==> config.mk <==
export PLATFORM = sky130hd
export DESIGN_NAME = tpm_spi_xact
export DESIGN_NICKNAME = d
export VERILOG_FILES = /design/src/rtl/tpm_xact_pkg.sv /design/src/rtl/tpm_xact_dp.sv /design/src/rtl/tpm_xact_ctrl.sv /design/src/rtl/tpm_spi_xact.sv
export SDC_FILE = /design/constraint.sdc
export NUM_CORES = 1
export LEC_CHECK = 0
export BUFFER_PORTS_ARGS = -buffer_cell sky130_fd_sc_hd__buf_2
export CORE_MARGIN = 4
export CORE_UTILIZATION = 35
export CTS_BUF_LIST = sky130_fd_sc_hd__clkbuf_2 sky130_fd_sc_hd__clkbuf_4 sky130_fd_sc_hd__clkbuf_8
export DETAILED_ROUTE_END_ITERATION = 10
export GPL_TIMING_DRIVEN = 0
export PLACE_DENSITY_LB_ADDON = 0.05
export SYNTH_ARGS = -nofsm -noshare
export SYNTH_HDL_FRONTEND = slang
export SYNTH_SLANG_ARGS = --single-unit
==> constraint.sdc <==
create_clock -name clk -period 2.06 [get_ports clk]
set_input_delay 0.103 -clock clk [delete_from_list [all_inputs] [get_ports clk]]
set_output_delay 0.103 -clock clk [all_outputs]
set_load 0.005 [all_outputs]
==> src/rtl/tpm_xact_pkg.sv <==
`timescale 1ns/1ps
package tpm_xact_pkg;

  localparam int HDR_BYTES = 4;
  localparam int MAX_LEN   = 64;
  localparam int LEN_W     = $clog2(MAX_LEN);

  // Strobes from control to the serial datapath
  typedef struct packed {
    logic       csLow;
    logic       csHigh;
    logic       startByte;
    logic [7:0] txByte;
  } dpCmd_t;

  typedef enum logic [3:0] {
    S_IDLE,
    S_SETUP,
    S_HDR,
    S_POLL,
    S_GATE,
    S_PAY,
    S_RDHOLD,
    S_ZFILL,
    S_FINISH
  } xState_e;

endpackage

==> src/rtl/tpm_xact_dp.sv <==
`timescale 1ns/1ps
module tpm_xact_dp
  import tpm_xact_pkg::*;
#(
  parameter int HALF_DIV = 4
) (
  input  logic       clk,
  input  logic       rstN,
  input  dpCmd_t     cmd,
  input  logic       miso,
  output logic       csN,
  output logic       sclk,
  output logic       mosi,
  output logic       byteDone,
  output logic [7:0] rxByte
);

  localparam int DW = (HALF_DIV > 1) ? $clog2(HALF_DIV) : 1;

  logic [DW-1:0] divCnt;
  logic [2:0]    bitCnt;
  logic [7:0]    txSh;
  logic [7:0]    rxSh;
  logic          running;
  logic          halfTick;

  assign halfTick = (divCnt == DW'(HALF_DIV - 1));
  assign mosi     = running ? txSh[7] : 1'b0;
  assign rxByte   = rxSh;

  always_ff @(posedge clk or negedge rstN) begin
    if (!rstN) begin
      csN      <= 1'b1;
      sclk     <= 1'b0;
      running  <= 1'b0;
      divCnt   <= '0;
      bitCnt   <= '0;
      txSh     <= '0;
      rxSh     <= '0;
      byteDone <= 1'b0;
    end else begin
      byteDone <= 1'b0;
      if (cmd.csLow)  csN <= 1'b0;
      if (cmd.csHigh) csN <= 1'b1;
      if (cmd.startByte) begin
        txSh    <= cmd.txByte;
        bitCnt  <= '0;
        divCnt  <= '0;
        running <= 1'b1;
      end else if (running) begin
        if (halfTick) begin
          divCnt <= '0;
          if (!sclk) begin
            sclk <= 1'b1;
            rxSh <= {rxSh[6:0], miso};
          end else begin
            sclk <= 1'b0;
            if (bitCnt == 3'd7) begin
              running  <= 1'b0;
              byteDone <= 1'b1;
            end else begin
              bitCnt <= bitCnt + 3'd1;
              txSh   <= {txSh[6:0], 1'b0};
            end
          end
        end else begin
          divCnt <= divCnt + DW'(1);
        end
      end
    end
  end


  sclk_idle_chk: assert property (@(posedge clk) disable iff (!rstN)
    csN |-> !sclk);


  cs_hold_chk: assert property (@(posedge clk) disable iff (!rstN)
    running |-> !csN);


  mosi_stable_chk: assert property (@(posedge clk) disable iff (!rstN)
    (sclk && $past(sclk)) |-> $stable(mosi));

endmodule

==> src/rtl/tpm_xact_ctrl.sv <==
`timescale 1ns/1ps
module tpm_xact_ctrl
  import tpm_xact_pkg::*;
#(
  parameter int TIMEOUT_CYC = 20_000_000
) (
  input  logic             clk,
  input  logic             rstN,
  input  logic             reqValid,
  input  logic             reqRead,
  input  logic [LEN_W-1:0] reqLenM1,
  input  logic [23:0]      reqAddr,
  output logic             reqReady,
  output logic             busy,
  output logic             done,
  output logic             flowErr,
  input  logic [7:0]       wrData,
  input  logic             wrValid,
  output logic             wrReady,
  output logic [7:0]       rdData,
  output logic             rdValid,
  input  logic             rdReady,
  input  logic             byteDone,
  input  logic [7:0]       rxByte,
  input  logic             csN,
  output dpCmd_t           cmd
);

  localparam int TW = $clog2(TIMEOUT_CYC + 1);

  xState_e          state;
  logic             isRead;
  logic [LEN_W-1:0] lenM1;
  logic [LEN_W-1:0] payCnt;
  logic [23:0]      addr;
  logic [1:0]       hdrIdx;
  logic [TW-1:0]    timer;
  logic             errFlag;
  logic [7:0]       rdBuf;
  logic             expired;
  logic             lastByte;
  logic [7:0]       nextHdr;

  assign expired  = (timer >= TW'(TIMEOUT_CYC));
  assign lastByte = (payCnt == lenM1);
  assign reqReady = (state == S_IDLE);
  assign busy     = (state != S_IDLE);
  assign done     = (state == S_FINISH);
  assign flowErr  = done && errFlag;
  assign wrReady  = (state == S_GATE) && !isRead;
  assign rdValid  = (state == S_RDHOLD) || (state == S_ZFILL);
  assign rdData   = (state == S_ZFILL) ? 8'h00 : rdBuf;

  always_comb begin
    case (hdrIdx)
      2'd0:    nextHdr = addr[23:16];
      2'd1:    nextHdr = addr[15:8];
      default: nextHdr = addr[7:0];
    endcase
  end

  always_comb begin
    cmd = '0;
    case (state)
      S_IDLE:  cmd.csLow = reqValid;
      S_SETUP: begin
        cmd.startByte = 1'b1;
        cmd.txByte    = {isRead, 1'b1, lenM1};
      end
      S_HDR: if (byteDone) begin
        if (hdrIdx != 2'd3) begin
          cmd.startByte = 1'b1;
          cmd.txByte    = nextHdr;
        end else if (!rxByte[0]) begin
          cmd.startByte = 1'b1;
        end
      end
      S_POLL: if (byteDone && !rxByte[0]) begin
        if (expired) cmd.csHigh    = 1'b1;
        else         cmd.startByte = 1'b1;
      end
      S_GATE: begin
        cmd.startByte = isRead || wrValid;
        cmd.txByte    = isRead ? 8'h00 : wrData;
      end
      S_PAY:    cmd.csHigh = byteDone && !isRead && lastByte;
      S_RDHOLD: cmd.csHigh = rdReady && lastByte;
      default:  cmd = '0;
    endcase
  end

  always_ff @(posedge clk or negedge rstN) begin
    if (!rstN) begin
      state   <= S_IDLE;
      isRead  <= 1'b0;
      lenM1   <= '0;
      payCnt  <= '0;
      addr    <= '0;
      hdrIdx  <= '0;
      timer   <= '0;
      errFlag <= 1'b0;
      rdBuf   <= '0;
    end else begin
      case (state)
        S_IDLE: if (reqValid) begin
          isRead  <= reqRead;
          lenM1   <= reqLenM1;
          addr    <= reqAddr;
          payCnt  <= '0;
          errFlag <= 1'b0;
          state   <= S_SETUP;
        end
        S_SETUP: begin
          hdrIdx <= '0;
          state  <= S_HDR;
        end
        S_HDR: if (byteDone) begin
          if (hdrIdx != 2'd3) begin
            hdrIdx <= hdrIdx + 2'd1;
          end else if (rxByte[0]) begin
            state <= S_GATE;
          end else begin
            timer <= '0;
            state <= S_POLL;
          end
        end
        S_POLL: begin
          if (!expired) timer <= timer + TW'(1);
          if (byteDone) begin
            if (rxByte[0]) begin
              state <= S_GATE;
            end else if (expired) begin
              errFlag <= 1'b1;
              state   <= isRead ? S_ZFILL : S_FINISH;
            end
          end
        end
        S_GATE: if (isRead || wrValid) state <= S_PAY;
        S_PAY: if (byteDone) begin
          if (isRead) begin
            rdBuf <= rxByte;
            state <= S_RDHOLD;
          end else if (lastByte) begin
            state <= S_FINISH;
          end else begin
            payCnt <= payCnt + LEN_W'(1);
            state  <= S_GATE;
          end
        end
        S_RDHOLD: if (rdReady) begin
          if (lastByte) begin
            state <= S_FINISH;
          end else begin
            payCnt <= payCnt + LEN_W'(1);
            state  <= S_GATE;
          end
        end
        S_ZFILL: if (rdReady) begin
          if (lastByte) state <= S_FINISH;
          else          payCnt <= payCnt + LEN_W'(1);
        end
        S_FINISH: state <= S_IDLE;
        default:  state <= S_IDLE;
      endcase
    end
  end


  done_pulse_chk: assert property (@(posedge clk) disable iff (!rstN)
    done |=> !done);


  accept_chk: assert property (@(posedge clk) disable iff (!rstN)
    (reqValid && reqReady) |=> (busy && !csN));


  err_with_release_chk: assert property (@(posedge clk) disable iff (!rstN)
    flowErr |-> (done && csN));


  wr_inside_cs_chk: assert property (@(posedge clk) disable iff (!rstN)
    wrReady |-> !csN);


  zero_fill_chk: assert property (@(posedge clk) disable iff (!rstN)
    (rdValid && errFlag) |-> (rdData == 8'h00 && csN));

endmodule

==> src/rtl/tpm_spi_xact.sv <==
`timescale 1ns/1ps
module tpm_spi_xact
  import tpm_xact_pkg::*;
#(
  parameter int HALF_DIV    = 4,
  parameter int TIMEOUT_CYC = 20_000_000
) (
  input  logic             clk,
  input  logic             rstN,
  input  logic             reqValid,
  output logic             reqReady,
  input  logic             reqRead,
  input  logic [LEN_W-1:0] reqLenM1,
  input  logic [23:0]      reqAddr,
  input  logic [7:0]       wrData,
  input  logic             wrValid,
  output logic             wrReady,
  output logic [7:0]       rdData,
  output logic             rdValid,
  input  logic             rdReady,
  output logic             busy,
  output logic             done,
  output logic             flowErr,
  output logic             csN,
  output logic             sclk,
  output logic             mosi,
  input  logic             miso
);

  dpCmd_t     cmd;
  logic       byteDone;
  logic [7:0] rxByte;

  tpm_xact_ctrl #(.TIMEOUT_CYC(TIMEOUT_CYC)) ctrl_i (
    .clk(clk), .rstN(rstN),
    .reqValid(reqValid), .reqRead(reqRead), .reqLenM1(reqLenM1),
    .reqAddr(reqAddr), .reqReady(reqReady),
    .busy(busy), .done(done), .flowErr(flowErr),
    .wrData(wrData), .wrValid(wrValid), .wrReady(wrReady),
    .rdData(rdData), .rdValid(rdValid), .rdReady(rdReady),
    .byteDone(byteDone), .rxByte(rxByte), .csN(csN), .cmd(cmd)
  );

  tpm_xact_dp #(.HALF_DIV(HALF_DIV)) dp_i (
    .clk(clk), .rstN(rstN), .cmd(cmd), .miso(miso),
    .csN(csN), .sclk(sclk), .mosi(mosi),
    .byteDone(byteDone), .rxByte(rxByte)
  );

endmodule

Word level (Yosys, flattened, before mapping)
Index checks and enable logic that the tools add are counted.

Input port bits: 45. Logic and storage cells: 164. Output and inout port bits: 17. Flip-flop bits (word level): 102.

Add/sub/neg operators: 5. Magnitude comparators: 1. Reductions and logical operators: 32. Equality and inequality tests: 31. Bitwise logic cells: 2. Muxes and demuxes: 76.

Operators by type and width (count): two-way mux 25 bit (4); two-way mux 8 bit (8); two-way mux 4 bit (14); one-hot mux 25 bit (2 select lines) (1); one-hot mux 4 bit (8 select lines) (1); two-way mux 6 bit (5); adder 25 x 1 -> 25 bit, second input constant (1); greater-or-equal comparator 25 bit, second input constant (1); one-hot mux 8 bit (3 select lines) (1); two-way mux 1 bit (23); != test 2 bit, second input constant (11); two-way mux 3 bit (6); one-hot mux 6 bit (3 select lines) (1); equality test 4 x 3 -> 1 bit, second input constant (4); one-hot mux 8 bit (2 select lines) (1); AND reduction 5 bit (3); != test 2 x 1 -> 1 bit, second input constant (7); nonzero test 2 bit (7); two-way mux 2 bit (6); AND reduction 10 bit (1); two-way mux 9 bit (1); AND reduction 3 bit (3); equality test 4 x 2 -> 1 bit, second input constant (2); AND reduction 4 bit (2); 24 further kinds (33).

Depth between registers and ports, before layout
Gate-level depths: netlist of run 1.

Word-level depth: 7. Depth in mapped cells: 10. Depth with buffers taken out: 8.

By module
From an unflattened synthesis of run 1, not the netlist that was laid out.

Cells, all modules: 589. Area, all modules: 5390.2 um2.

Modules (own cells, without submodules): tpm_xact_ctrl (cells an instance 501, sequential area each 1926.8 um2, area an instance 4317.9 um2, times used 1); tpm_xact_dp (cells an instance 88, sequential area each 626.9 um2, area an instance 1072.3 um2, times used 1).

Worst setup path before layout of run 1
Ideal clock, no wire load.

Path kind: register to register. From: reg ctrl_i.timer[19]. To: reg dp_i.rxSh[2], in the netlist dp_i.rxByte[2]. Data arrival time: 2.097 ns. Period minus slack after synthesis: 2.222 ns. Cell stages (with the launch flop): 9. Setup time: 0.125 ns. Data required time: 1.935 ns. Buffers on the path: 2. Slack: -0.162 ns. Cell sequence: dfrtp_1 -> or3_1 -> nor2_1 -> a21boi_2 -> a21bo_1 -> buf_6 -> or3_1 -> buf_6 -> mux2_4.

Word-level cells in the longest chain between the ends: 6.

Ends and longest elaborated chain: start: declaration (RTL line tpm_xact_ctrl.sv:37) `logic [TW-1:0] timer;`; start signal: assignment (RTL line tpm_xact_ctrl.sv:128) `if (!expired) timer <= timer + TW'(1);`; greater-or-equal comparator 25 bit (RTL line tpm_xact_ctrl.sv:44) `assign expired = (timer >= TW'(TIMEOUT_CYC));`; two-way mux 1 bit (RTL line tpm_xact_ctrl.sv:79) `if (expired) cmd.csHigh = 1'b1;`; two-way mux 2 bit (RTL line tpm_xact_ctrl.sv:78) `S_POLL: if (byteDone && !rxByte[0]) begin`; one-hot mux 1 bit (4 select lines) (RTL line tpm_xact_ctrl.sv:64) `case (state)`; inverter 1 bit (no line); AND reduction 4 bit (no line); end signal: assignment (RTL line tpm_xact_dp.sv:55) `rxSh <= {rxSh[6:0], miso};`; end: declaration (RTL line tpm_xact_dp.sv:23) `logic [7:0] rxSh;`.

No other way between the ends. A chain may end at the register's enable or synchronous reset.

Worst setup path after layout of run 1
From: reg ctrl_i.timer[17]. To: reg ctrl_i.timer[23].

Word-level cells in the longest chain between the ends: 3. Elaborated cells between the ends (all ways): 6. Those cells by class: add/sub (1); order compare (1); eq/ne (1); mux (2); reduce/logical (1).

Ends and longest elaborated chain (RTL line): adder 25 x 1 -> 25 bit / greater-or-equal comparator 25 bit (equally long branches) (tpm_xact_ctrl.sv:128, tpm_xact_ctrl.sv:44); two-way mux 25 bit / != test 2 bit (equally long branches); one-hot mux 25 bit (2 select lines) / AND reduction 5 bit (equally long branches).

Parallel ways exist; a longest one is shown, timed or not. The select of a mux whose other input is x is not followed.

==> flow_metrics.py, run 1 <==
metrics = {
    "worst_setup_path": {
        "r2r_cells": 6,
        "path_cells": "or3_4 -> o211ai_1 -> o221a_2 -> nand4b_1 -> or4_1 -> a21oi_2",
        "start_kind": "flip-flop",
        "crit_fanout": 5,
        "cp_slowest_cell": "or4_1",
        "slowest_delay_ns": 0.55,
        "cp.required_ns": 2.38,
        "cp-end-kind": "flip-flop",
        "cp.arrival_ns": 2.55,
        "critPathKind": "reg2reg",
    },
    "global_route": {
        "grt_max_degree": 55,
        "grt_pass1_wl_um": 23400,
        "overflow": 0,
        "antenna_found_initial": 0,
        "grt_pass1_vias": 4522,
        "track_usage_pct": 16.7,
    },
    "yosys": {
        "syn_inst": 510,
        "synth_cell_types": 59,
        "synth_seq_cells": 102,
        "synth_warnings": 0,
        "ys_seq_area_share_pct": 48.0,
        "synth_top_flop_cell": "dfrtp_1",
        "syn_area_um2": 5320,
        "async_flop_share_pct": 100,
        "avgSynthCellArea_um2": 10.4,
        "synth_edf_count": 0,
        "syn-num-nets": 564,
    },
    "cells_and_area": {
        "area_growth_pct": 33.8,
        "final_layout_size_suffix_gt1_share_pct": 37.4,
        "antennaDiodeCount": 0,
        "num-nets-final": 707,
        "n_fill_cell": 1416,
    },
    "clock_tree": {
        "clockBufferDepth": 2,
        "clockRootBuffer": "clkbuf_8",
        "clk_latency_ns": 0.39,
        "clock_sinks": 102,
        "clk_pin_slew_ns": 0.11,
        "cts_tree": "yes",
        "cts_buffers": 9,
        "cts_max_level": 3,
    },
    "route": {
        "first_pass_iters": 5,
        "num_vias": 4415,
        "detail-route-antenna-nets": 0,
        "viasPerCell": 5.24,
        "drc": 0,
        "drt_wl_total_um": 14100,
        "drt_iter0_markers": 200,
        "avgRoutedWirePerCell_um": 16.8,
    },
    "timing": {
        "fmax_mhz": 448,
        "worst_slew_pin_slew_ns": 0.681,
        "rsz0062_at_grt": "true",
        "setup_viol": 13,
        "drv_slew": 0,
        "maxSlewHeadroom_pct": 54.6,
        "hold_viol": 0,
        "setup_tns_ns": -1.15,
        "fin_skew_ns": 0.00832,
        "period_needed_ns": 2.23,
        "layout_setup_ws_ns": -0.174,
        "fin_crit_sh_pct": 108,
    },
    "pwr": {
        "power.leakage_nw": 3.28,
        "p_total_mw": 7.83,
        "pwr_density_cell_nw_per_um2": 1100,
        "peakVddDrop_mv": 0.568,
    },
    "hold_path": {
        "hold_depth": 3,
        "hold_class": "in2reg",
    },
    "run_status": {
        "outcome": "finished, violations left",
        "violations": "setup timing",
    },
    "place": {
        "hpwl_um": 9560,
        "io_buffers": 61,
        "routabilityCongestion": 0.865,
    },
    "run": {
        "max_cap_viol_count": 0,
    },
    "floorplanning": {
        "pin_count": 62,
        "core_region_area_um2": 14700,
        "die_width_um": 131,
        "initial_core_util_pct": 36.2,
        "num_rows": 44,
        "die_area_um2": 17200,
        "die_y_um": 131,
    },
}
[cells in the mapped netlist, drive strengths merged (9+ instances only)]
| cell type | n | area [um^2] |
|---|---|---|
| dfrtp | 101 | 2530 |
| nor2 | 50 | 188 |
| mux2 | 48 | 563 |
| nand2 | 34 | 128 |
| clkbuf | 23 | 87.6 |
| a21oi | 22 | 110 |
| xor2 | 17 | 149 |
| and2 | 16 | 100 |
| nand4 | 16 | 100 |
| nand3 | 15 | 75.1 |
| inv | 13 | 48.8 |
| a22oi | 10 | 75.1 |
| o21ai | 10 | 50.0 |
| xnor2 | 10 | 87.6 |
| ha | 9 | 113 |
| nor3 | 9 | 55.1 |
[final cells by class]
cell class	count	area [um^2]	area share, %
Tap cell	184	230	3.23
Clock buffer	9	124	1.74
Clock inverter	7	62.6	0.879
Buffer	23	176	2.48
Sequential cell	102	2560	36.0
Multi-Input combinational cell	366	2840	39.9
Inverter	13	48.8	0.685
Timing Repair Buffer	138	1070	15.1
[worst paths after layout]
check                                  from                to  slack (ns)
max in group asynchronous              rstN          dp_i.csN        1.06
min reg2reg                    dp_i.txSh[4]      dp_i.txSh[4]        0.50
max reg2reg                ctrl_i.timer[17]  ctrl_i.timer[23]       -0.17
min in group asynchronous              rstN  ctrl_i.timer[12]        0.27
max                        ctrl_i.timer[17]  ctrl_i.timer[23]       -0.17
min                               wrData[0]      dp_i.txSh[0]        0.05
[cell families after synthesis]
| kind of cell | count (synthesis) | synth area share [%] |
|---|---|---|
| mux | 56 | 12.1 |
| flops | 102 | 48.0 |
| buf+inv | 42 | 3.29 |
| fa+ha+maj | 9 | 2.12 |
| xor+xnor | 27 | 4.44 |
| compound gates | 93 | 12.6 |
| simple gates | 181 | 17.5 |
[per-layer routing]
layer | vias up | wire (um) | GRT usage [%]
li1 | 2118 | - | -
met1 | 2205 | 6530 | 22.1
met2 | 84 | 6930 | 27.9
met3 | 8 | 514 | 4.24
met4 | 0 | 146 | 3.62
met5 | - | 0 | 0
[through the flow]
step / hold slack (ns) / instances / utilization (%) / cell area (um^2) / setup WS [ns]
after floorplan: -0.193 / 510 / - / 5330 / -0.108
after global placement: 0.336 / 755 / 39.9 / 5870 / -0.533
after detailed placement: 0.190 / 756 / 40.1 / 5900 / -0.537
after CTS: 0.0344 / 832 / 47.1 / 6920 / -0.169
after global routing: 0.0292 / 842 / 48.4 / 7120 / -0.268
final: 0.0468 / 842 / 48.4 / 7120 / -0.174
[layout by cell type, fill, tap and decap left out, types with 10 or more instances in the layout]
master | Yosys | layout
a21oi_1 | 22 | 17
a22oi_1 | 10 | 10
and2_1 | 16 | 12
buf_2 | 1 | 62
buf_4 | 0 | 33
buf_6 | 2 | 11
clkbuf_8 | 0 | 10
dfrtp_1 | 101 | 93
dlygate4sd3_1 | 0 | 34
inv_1 | 13 | 12
mux2_2 | 42 | 41
nand2_1 | 34 | 29
nand3_1 | 15 | 11
nand4_1 | 16 | 16
nor2_1 | 50 | 44
xor2_1 | 17 | 17
[sequential cells by signal, indices dropped and copies added, names as in the netlist]
register / cells
ctrl_i.rdBuf: 8
dp_i.csN: 1
dp_i.divCnt: 2
ctrl_i.hdrIdx: 2
dp_i.rxByte: 8
ctrl_i.payCnt: 6
dp_i.running: 1
ctrl_i.errFlag: 1
ctrl_i.isRead: 1
dp_i.bitCnt: 3
ctrl_i.state: 4
dp_i.sclk: 1
dp_i.txSh: 8
ctrl_i.addr: 24
dp_i.byteDone: 1
ctrl_i.timer: 25
ctrl_i.lenM1: 6
[power breakdown]
group / internal [mW] / switching [mW] / total, mW
sequential: 2.59 / 0.453 / 3.04
combinational: 1.83 / 1.70 / 3.53
clock: 0.465 / 0.789 / 1.25
[repair_timing]
item | CTS | global route
setup buffers | 29 | 11
hold endpoints to repair | 82 | 0
resized for setup | 77 | 39
cloned | 2 | 0
hold buffers | 34 | 0
endpoints found under the setup margin | 107 | 92
pin swaps | 21 | 20
[critical path: cells and delay by family, from the launching register on]
kind	cells	cell delay (ns)
compound gates	3	0.61
simple gates	3	1.18
flops	1	0.39
No activity file was read; power rests on OpenSTA's default activity.
==> run 2, diff against run 1 <==
--- a/config.mk
+++ b/config.mk
@@ -6,7 +6,7 @@
 export NUM_CORES = 1
 export LEC_CHECK = 0
 export BUFFER_PORTS_ARGS = -buffer_cell sky130_fd_sc_hd__buf_2
-export CORE_MARGIN = 4
+export CORE_MARGIN = 10
 export CORE_UTILIZATION = 35
 export CTS_BUF_LIST = sky130_fd_sc_hd__clkbuf_2 sky130_fd_sc_hd__clkbuf_4 sky130_fd_sc_hd__clkbuf_8
 export DETAILED_ROUTE_END_ITERATION = 10
==> flow_metrics.py, run 2 (same netlist as run 1, synthesis figures left out) <==
metrics = {
    "run_status": {
        "outcome": "finished, violations left",
        "violations": "setup timing",
    },
    "clock_tree": {
        "cts_buffers": 9,
        "clockBufferDepth": 2,
        "clockRootBuffer": "clkbuf_8",
        "clk_latency_ns": 0.40,
        "cts_max_level": 3,
        "clock_sinks": 102,
        "clk_pin_slew_ns": 0.11,
        "cts_tree": "yes",
    },
    "pwr": {
        "power.leakage_nw": 3.31,
        "p_total_mw": 7.87,
        "pwr_density_cell_nw_per_um2": 1100,
        "peakVddDrop_mv": 0.542,
    },
    "floorplanning": {
        "die_area_um2": 20500,
        "die_width_um": 143,
        "num_rows": 45,
        "core_region_area_um2": 15000,
        "die_y_um": 143,
        "pin_count": 62,
        "initial_core_util_pct": 35.4,
    },
    "route": {
        "drc": 0,
        "viasPerCell": 5.17,
        "avgRoutedWirePerCell_um": 17.0,
        "num_vias": 4381,
        "first_pass_iters": 4,
        "detail-route-antenna-nets": 0,
        "drt_iter0_markers": 252,
        "drt_wl_total_um": 14400,
    },
    "global_route": {
        "grt_max_degree": 56,
        "grt.busiest_layer": "met2",
        "track_usage_pct": 14.4,
        "met3_usage_pct": 4.16,
        "grt_pass1_wl_um": 23400,
        "overflow": 0,
        "grt.met2_usage_pct": 24.0,
        "grt_pass1_vias": 4431,
        "antenna_found_initial": 0,
        "grtUsageMet1_pct": 17.6,
    },
    "timing": {
        "fin_crit_sh_pct": 111,
        "setup_tns_ns": -2.34,
        "fmax_mhz": 436,
        "drv_slew": 0,
        "rsz0062_at_grt": "true",
        "fin_skew_ns": 0.0123,
        "worst_slew_pin_slew_ns": 0.653,
        "period_needed_ns": 2.29,
        "setup_viol": 29,
        "hold_slack_ns": 0.0429,
        "layout_setup_ws_ns": -0.232,
        "hold_viol": 0,
        "maxSlewHeadroom_pct": 56.5,
    },
    "cells_and_area": {
        "reg_top3": "ctrl_i.timer x25, ctrl_i.addr x24",
        "final_layout_size_suffix_gt1_share_pct": 36.4,
        "regMostFlops": "ctrl_i.timer",
        "largest_reg_flops": 25,
        "antennaDiodeCount": 0,
        "most-common-layout-cells": "dfrtp_1, buf_2, nor2_1",
        "final_common_cell": "dfrtp_1",
        "area_growth_pct": 34.2,
        "num-nets-final": 708,
    },
    "hold_path": {
        "hold_depth": 3,
        "hold_class": "in2reg",
    },
    "worst_setup_path": {
        "slowest_delay_ns": 0.44,
        "path_cells": "nand2_2 -> a2111oi_4 -> a21boi_4 -> a21bo_2 -> or3_4 -> buf_6 -> mux2_4",
        "crit_fanout": 5,
        "critPathKind": "reg2reg",
        "cp.arrival_ns": 2.57,
        "start_kind": "flip-flop",
        "cp_slowest_cell": "dfrtp_1",
        "crit_buf_inv": 1,
        "cp-end-kind": "flip-flop",
        "cp.required_ns": 2.34,
        "path_delay_family": "compound AO/OA/AOI/OAI gates",
        "r2r_cells": 7,
        "crit_cells": 7,
    },
    "run": {
        "max_cap_viol_count": 0,
    },
    "place": {
        "hpwl_um": 9900,
        "io_buffers": 61,
        "routabilityCongestion": 0.810,
    },
}
## run 2: area by class of cell
class                           instances  area, um^2
Fill cell                            1447        7900
Multi-Input combinational cell        366        2830
Sequential cell                       102        2560
Timing Repair Buffer                  138        1090
Tap cell                              188         235
Buffer                                 24         180
Clock buffer                            9         124
Clock inverter                          7        73.8
Inverter                               13        48.8
## run 2: worst reg2reg max path, stage by stage (launching register included)
cell and delay [ns]:
dfrtp_1 0.44, nand2_2 0.11, a2111oi_4 0.44, a21boi_4 0.13, a21bo_2 0.25, or3_4 0.38
buf_6 0.15, mux2_4 0.29
## run 2: routing by layer
layer | part of all wire [%] | wire length (um) | vias up
met4 | 1.1 | 160 | 0
met2 | 50 | 7230 | 96
met1 | 44 | 6320 | 2153
met3 | 5.0 | 728 | 11
met5 | 0 | 0 | -
li1 | - | - | 2121
## run 2: final timing paths
kind | from | endpoint | slack [ns]
worst max-delay path | ctrl_i.timer[20] | dp_i.rxByte[7] | -0.23
worst min-delay path | wrData[0] | dp_i.txSh[0] | 0.04
worst max register to register | ctrl_i.timer[20] | dp_i.rxByte[7] | -0.23
worst min register to register | dp_i.txSh[2] | dp_i.txSh[2] | 0.50
max in group asynchronous | rstN | dp_i.csN | 1.07
min in group asynchronous | rstN | ctrl_i.timer[13] | 0.26
## run 2: metrics by stage
stage | cells | area [um^2] | util [%] | setup slack (ns)
after floorplan | 510 | 5330 | - | -0.108
after global placement | 759 | 5870 | 39.1 | -0.427
after detailed placement | 760 | 5900 | 39.3 | -0.397
after CTS | 818 | 6650 | 44.2 | -0.268
after global routing | 847 | 7140 | 47.5 | -0.315
final | 847 | 7140 | 47.5 | -0.232
## run 2: report_power, final
group          total (mW)  internal [mW]  switching [mW]
logic                3.52           1.83            1.69
clock network        1.29          0.482           0.807
registers            3.06           2.59           0.471
## run 2: what timing repair did
action,in CTS,in global routing
gates resized for setup,46,70
pin swaps,7,25
setup endpoints to repair,108,100
cloned,1,3
hold buffers,34,0
setup buffers,10,28
hold endpoints to repair,81,0
==> run 3, diff against run 2 <==
--- a/config.mk
+++ b/config.mk
@@ -6,11 +6,14 @@
 export NUM_CORES = 1
 export LEC_CHECK = 0
 export BUFFER_PORTS_ARGS = -buffer_cell sky130_fd_sc_hd__buf_2
+export CELL_PAD_IN_SITES_DETAIL_PLACEMENT = 1
+export CELL_PAD_IN_SITES_GLOBAL_PLACEMENT = 2
 export CORE_MARGIN = 10
 export CORE_UTILIZATION = 35
 export CTS_BUF_LIST = sky130_fd_sc_hd__clkbuf_2 sky130_fd_sc_hd__clkbuf_4 sky130_fd_sc_hd__clkbuf_8
 export DETAILED_ROUTE_END_ITERATION = 10
 export GPL_TIMING_DRIVEN = 0
+export MAX_ROUTING_LAYER = met4
 export PLACE_DENSITY_LB_ADDON = 0.05
 export SYNTH_ARGS = -nofsm -noshare
 export SYNTH_HDL_FRONTEND = slang
==> flow_metrics.py, run 3 (same netlist as run 1, synthesis figures left out) <==
metrics = {
    "run_status": {
        "outcome": "finished, violations left",
        "violations": "setup timing",
    },
    "cells_and_area": {
        "n_fill_cell": 1644,
        "num-nets-final": 720,
        "area_growth_pct": 38.7,
        "largest_reg_flops": 25,
        "final_common_cell": "dfrtp_1",
        "seq_area_um2": 2560,
        "final_layout_size_suffix_gt1_share_pct": 41.3,
        "reg_top3": "ctrl_i.timer x25, ctrl_i.addr x24",
        "most-common-layout-cells": "dfrtp_1, buf_2, nor2_1",
        "multiInputGateArea_um2": 2960,
        "regMostFlops": "ctrl_i.timer",
    },
    "floorplanning": {
        "num_rows": 45,
        "die_width_um": 143,
        "pin_count": 62,
        "core_region_area_um2": 15000,
        "die_y_um": 143,
        "initial_core_util_pct": 35.4,
        "die_area_um2": 20500,
    },
    "pwr": {
        "internal-power_mw": 5.02,
        "pwr-share-comb_pct": 46.4,
        "swShare_pct": 38.2,
        "p_seq_share_pct": 37.7,
        "p_sw_mw": 3.10,
        "pwr_density_cell_nw_per_um2": 1100,
        "power.leakage_nw": 3.40,
        "p_total_mw": 8.12,
        "clkPwrFrac_pct": 15.9,
        "peakVddDrop_mv": 0.519,
    },
    "worst_setup_path": {
        "crit_end": "dp_i.rxByte[4]",
        "r2r_cells": 8,
        "cp_slowest_cell": "dfrtp_2",
        "crit_fanout": 5,
        "cp-end-kind": "flip-flop",
        "path_delay_family": "compound AO/OA/AOI/OAI gates",
        "reg2reg_slack_ns": -0.23,
        "critPathKind": "reg2reg",
        "cp.arrival_ns": 2.58,
        "crit_buf_inv": 2,
        "start_kind": "flip-flop",
        "slowest_delay_ns": 0.42,
        "r2r_end": "dp_i.rxByte[4]",
        "cp.required_ns": 2.35,
        "crit_cells": 8,
        "critPathLaunch": "ctrl_i.timer[14]",
        "path_cells": "buf_6 -> nor3_4 -> a2111oi_4 -> a21boi_4 -> a21bo_2 -> or3_4 -> buf_8 -> mux2_4",
        "worstReg2RegStart": "ctrl_i.timer[14]",
    },
    "timing": {
        "layout_setup_ws_ns": -0.235,
        "fmax_mhz": 436,
        "rsz0062_at_grt": "true",
        "fin_crit_sh_pct": 111,
        "period_needed_ns": 2.29,
        "drv_slew": 0,
        "hold_viol": 0,
        "worst_slew_pin_slew_ns": 0.628,
        "maxSlewHeadroom_pct": 58.1,
        "setup_viol": 41,
        "fin_skew_ns": 0.00855,
        "setup_tns_ns": -5.07,
    },
    "place": {
        "hpwl_um": 10700,
        "io_buffers": 61,
        "place_ws_ns": -0.577,
        "routabilityCongestion": 0.829,
    },
    "global_route": {
        "grt_max_degree": 66,
        "grt_pass1_vias": 4931,
        "antenna_found_initial": 1,
        "overflow": 0,
        "track_usage_pct": 16.7,
        "grt_pass1_wl_um": 26200,
    },
    "clock_tree": {
        "clk_pin_slew_ns": 0.10,
        "cts_buffers": 9,
        "clockRootBuffer": "clkbuf_8",
        "clockBufferDepth": 2,
        "clock_sinks": 102,
        "clk_latency_ns": 0.39,
        "cts_max_level": 3,
        "cts_tree": "yes",
    },
    "hold_path": {
        "hold_depth": 3,
        "min_from": "wrData[0]",
        "hold_class": "in2reg",
    },
    "route": {
        "drc": 0,
        "viasPerCell": 5.25,
        "drt_iter0_markers": 181,
        "first_pass_iters": 5,
        "avgRoutedWirePerCell_um": 18.9,
        "detail-route-antenna-nets": 0,
        "drt_wl_total_um": 16200,
        "num_vias": 4515,
    },
    "run": {
        "max_cap_viol_count": 0,
    },
}
[run 3: worst min path at each step]
stage,endpoint,slack [ns]
2_1_floorplan,ctrl_i.addr[0],-0.19
3_3_place_gp,ctrl_i.addr[21],0.34
3_5_place_dp,ctrl_i.timer[15],0.13
4_1_cts,dp_i.txSh[0],0.02
5_1_grt,dp_i.txSh[0],0.03
6_report,dp_i.txSh[0],0.04
[run 3: worst register-to-register path: cells and delay by family, from the launching register on]
family	cells	cell delay [ns]
AOI/OAI and AO/OA	3	0.76
buffers and inverters	2	0.27
DFF	1	0.42
muxes	1	0.29
and+or+nand+nor	2	0.44
[run 3: through the flow]
step	instances	util [%]	instance area [um^2]	hold slack, ns
floorplan	510	-	5330	-0.193
global placement	759	39.1	5870	0.336
detailed placement	760	39.3	5900	0.127
CTS	843	46.8	7030	0.0168
global route	860	49.1	7380	0.0255
finish	860	49.1	7380	0.0418
[run 3: area by class of cell]
| type | instances | area share, % |
|---|---|---|
| Clock buffer | 10 | 1.86 |
| Buffer | 23 | 2.68 |
| Tap cell | 188 | 3.19 |
| Clock inverter | 6 | 0.712 |
| Inverter | 13 | 0.661 |
| Sequential cell | 102 | 34.8 |
| Multi-Input combinational cell | 366 | 40.2 |
| Timing Repair Buffer | 151 | 16.0 |
| Antenna cell | 1 | 0.0339 |
[run 3: power groups by stage]
stage	Combinational [mW]	Sequential, mW	Clock [mW]
6_report	3.77	3.06	1.29
3_5_place_dp	2.82	3.07	0
5_1_grt	4.11	3.15	1.43
2_1_floorplan	2.06	2.92	0
3_3_place_gp	2.74	3.04	0
4_1_cts	3.55	3.05	1.34
[run 3: repair_timing]
| action | 4_1_cts | 5_1_grt |
|---|---|---|
| gates resized for setup | 91 | 61 |
| hold endpoints to repair | 71 | 0 |
| cloned | 2 | 1 |
| buffers inserted | 35 | 18 |
| pin swaps | 22 | 36 |
| setup endpoints to repair | 109 | 95 |
| hold buffers | 34 | 0 |
[run 3: layer usage]
layer  up-vias  GRT usage (%)  part of all wire (%)
met5         -              -                     0
met4         0           4.57                   1.2
met2        56           28.1                    52
met3        12           3.23                   2.1
met1      2299           20.1                    45
li1       2148              -                     -
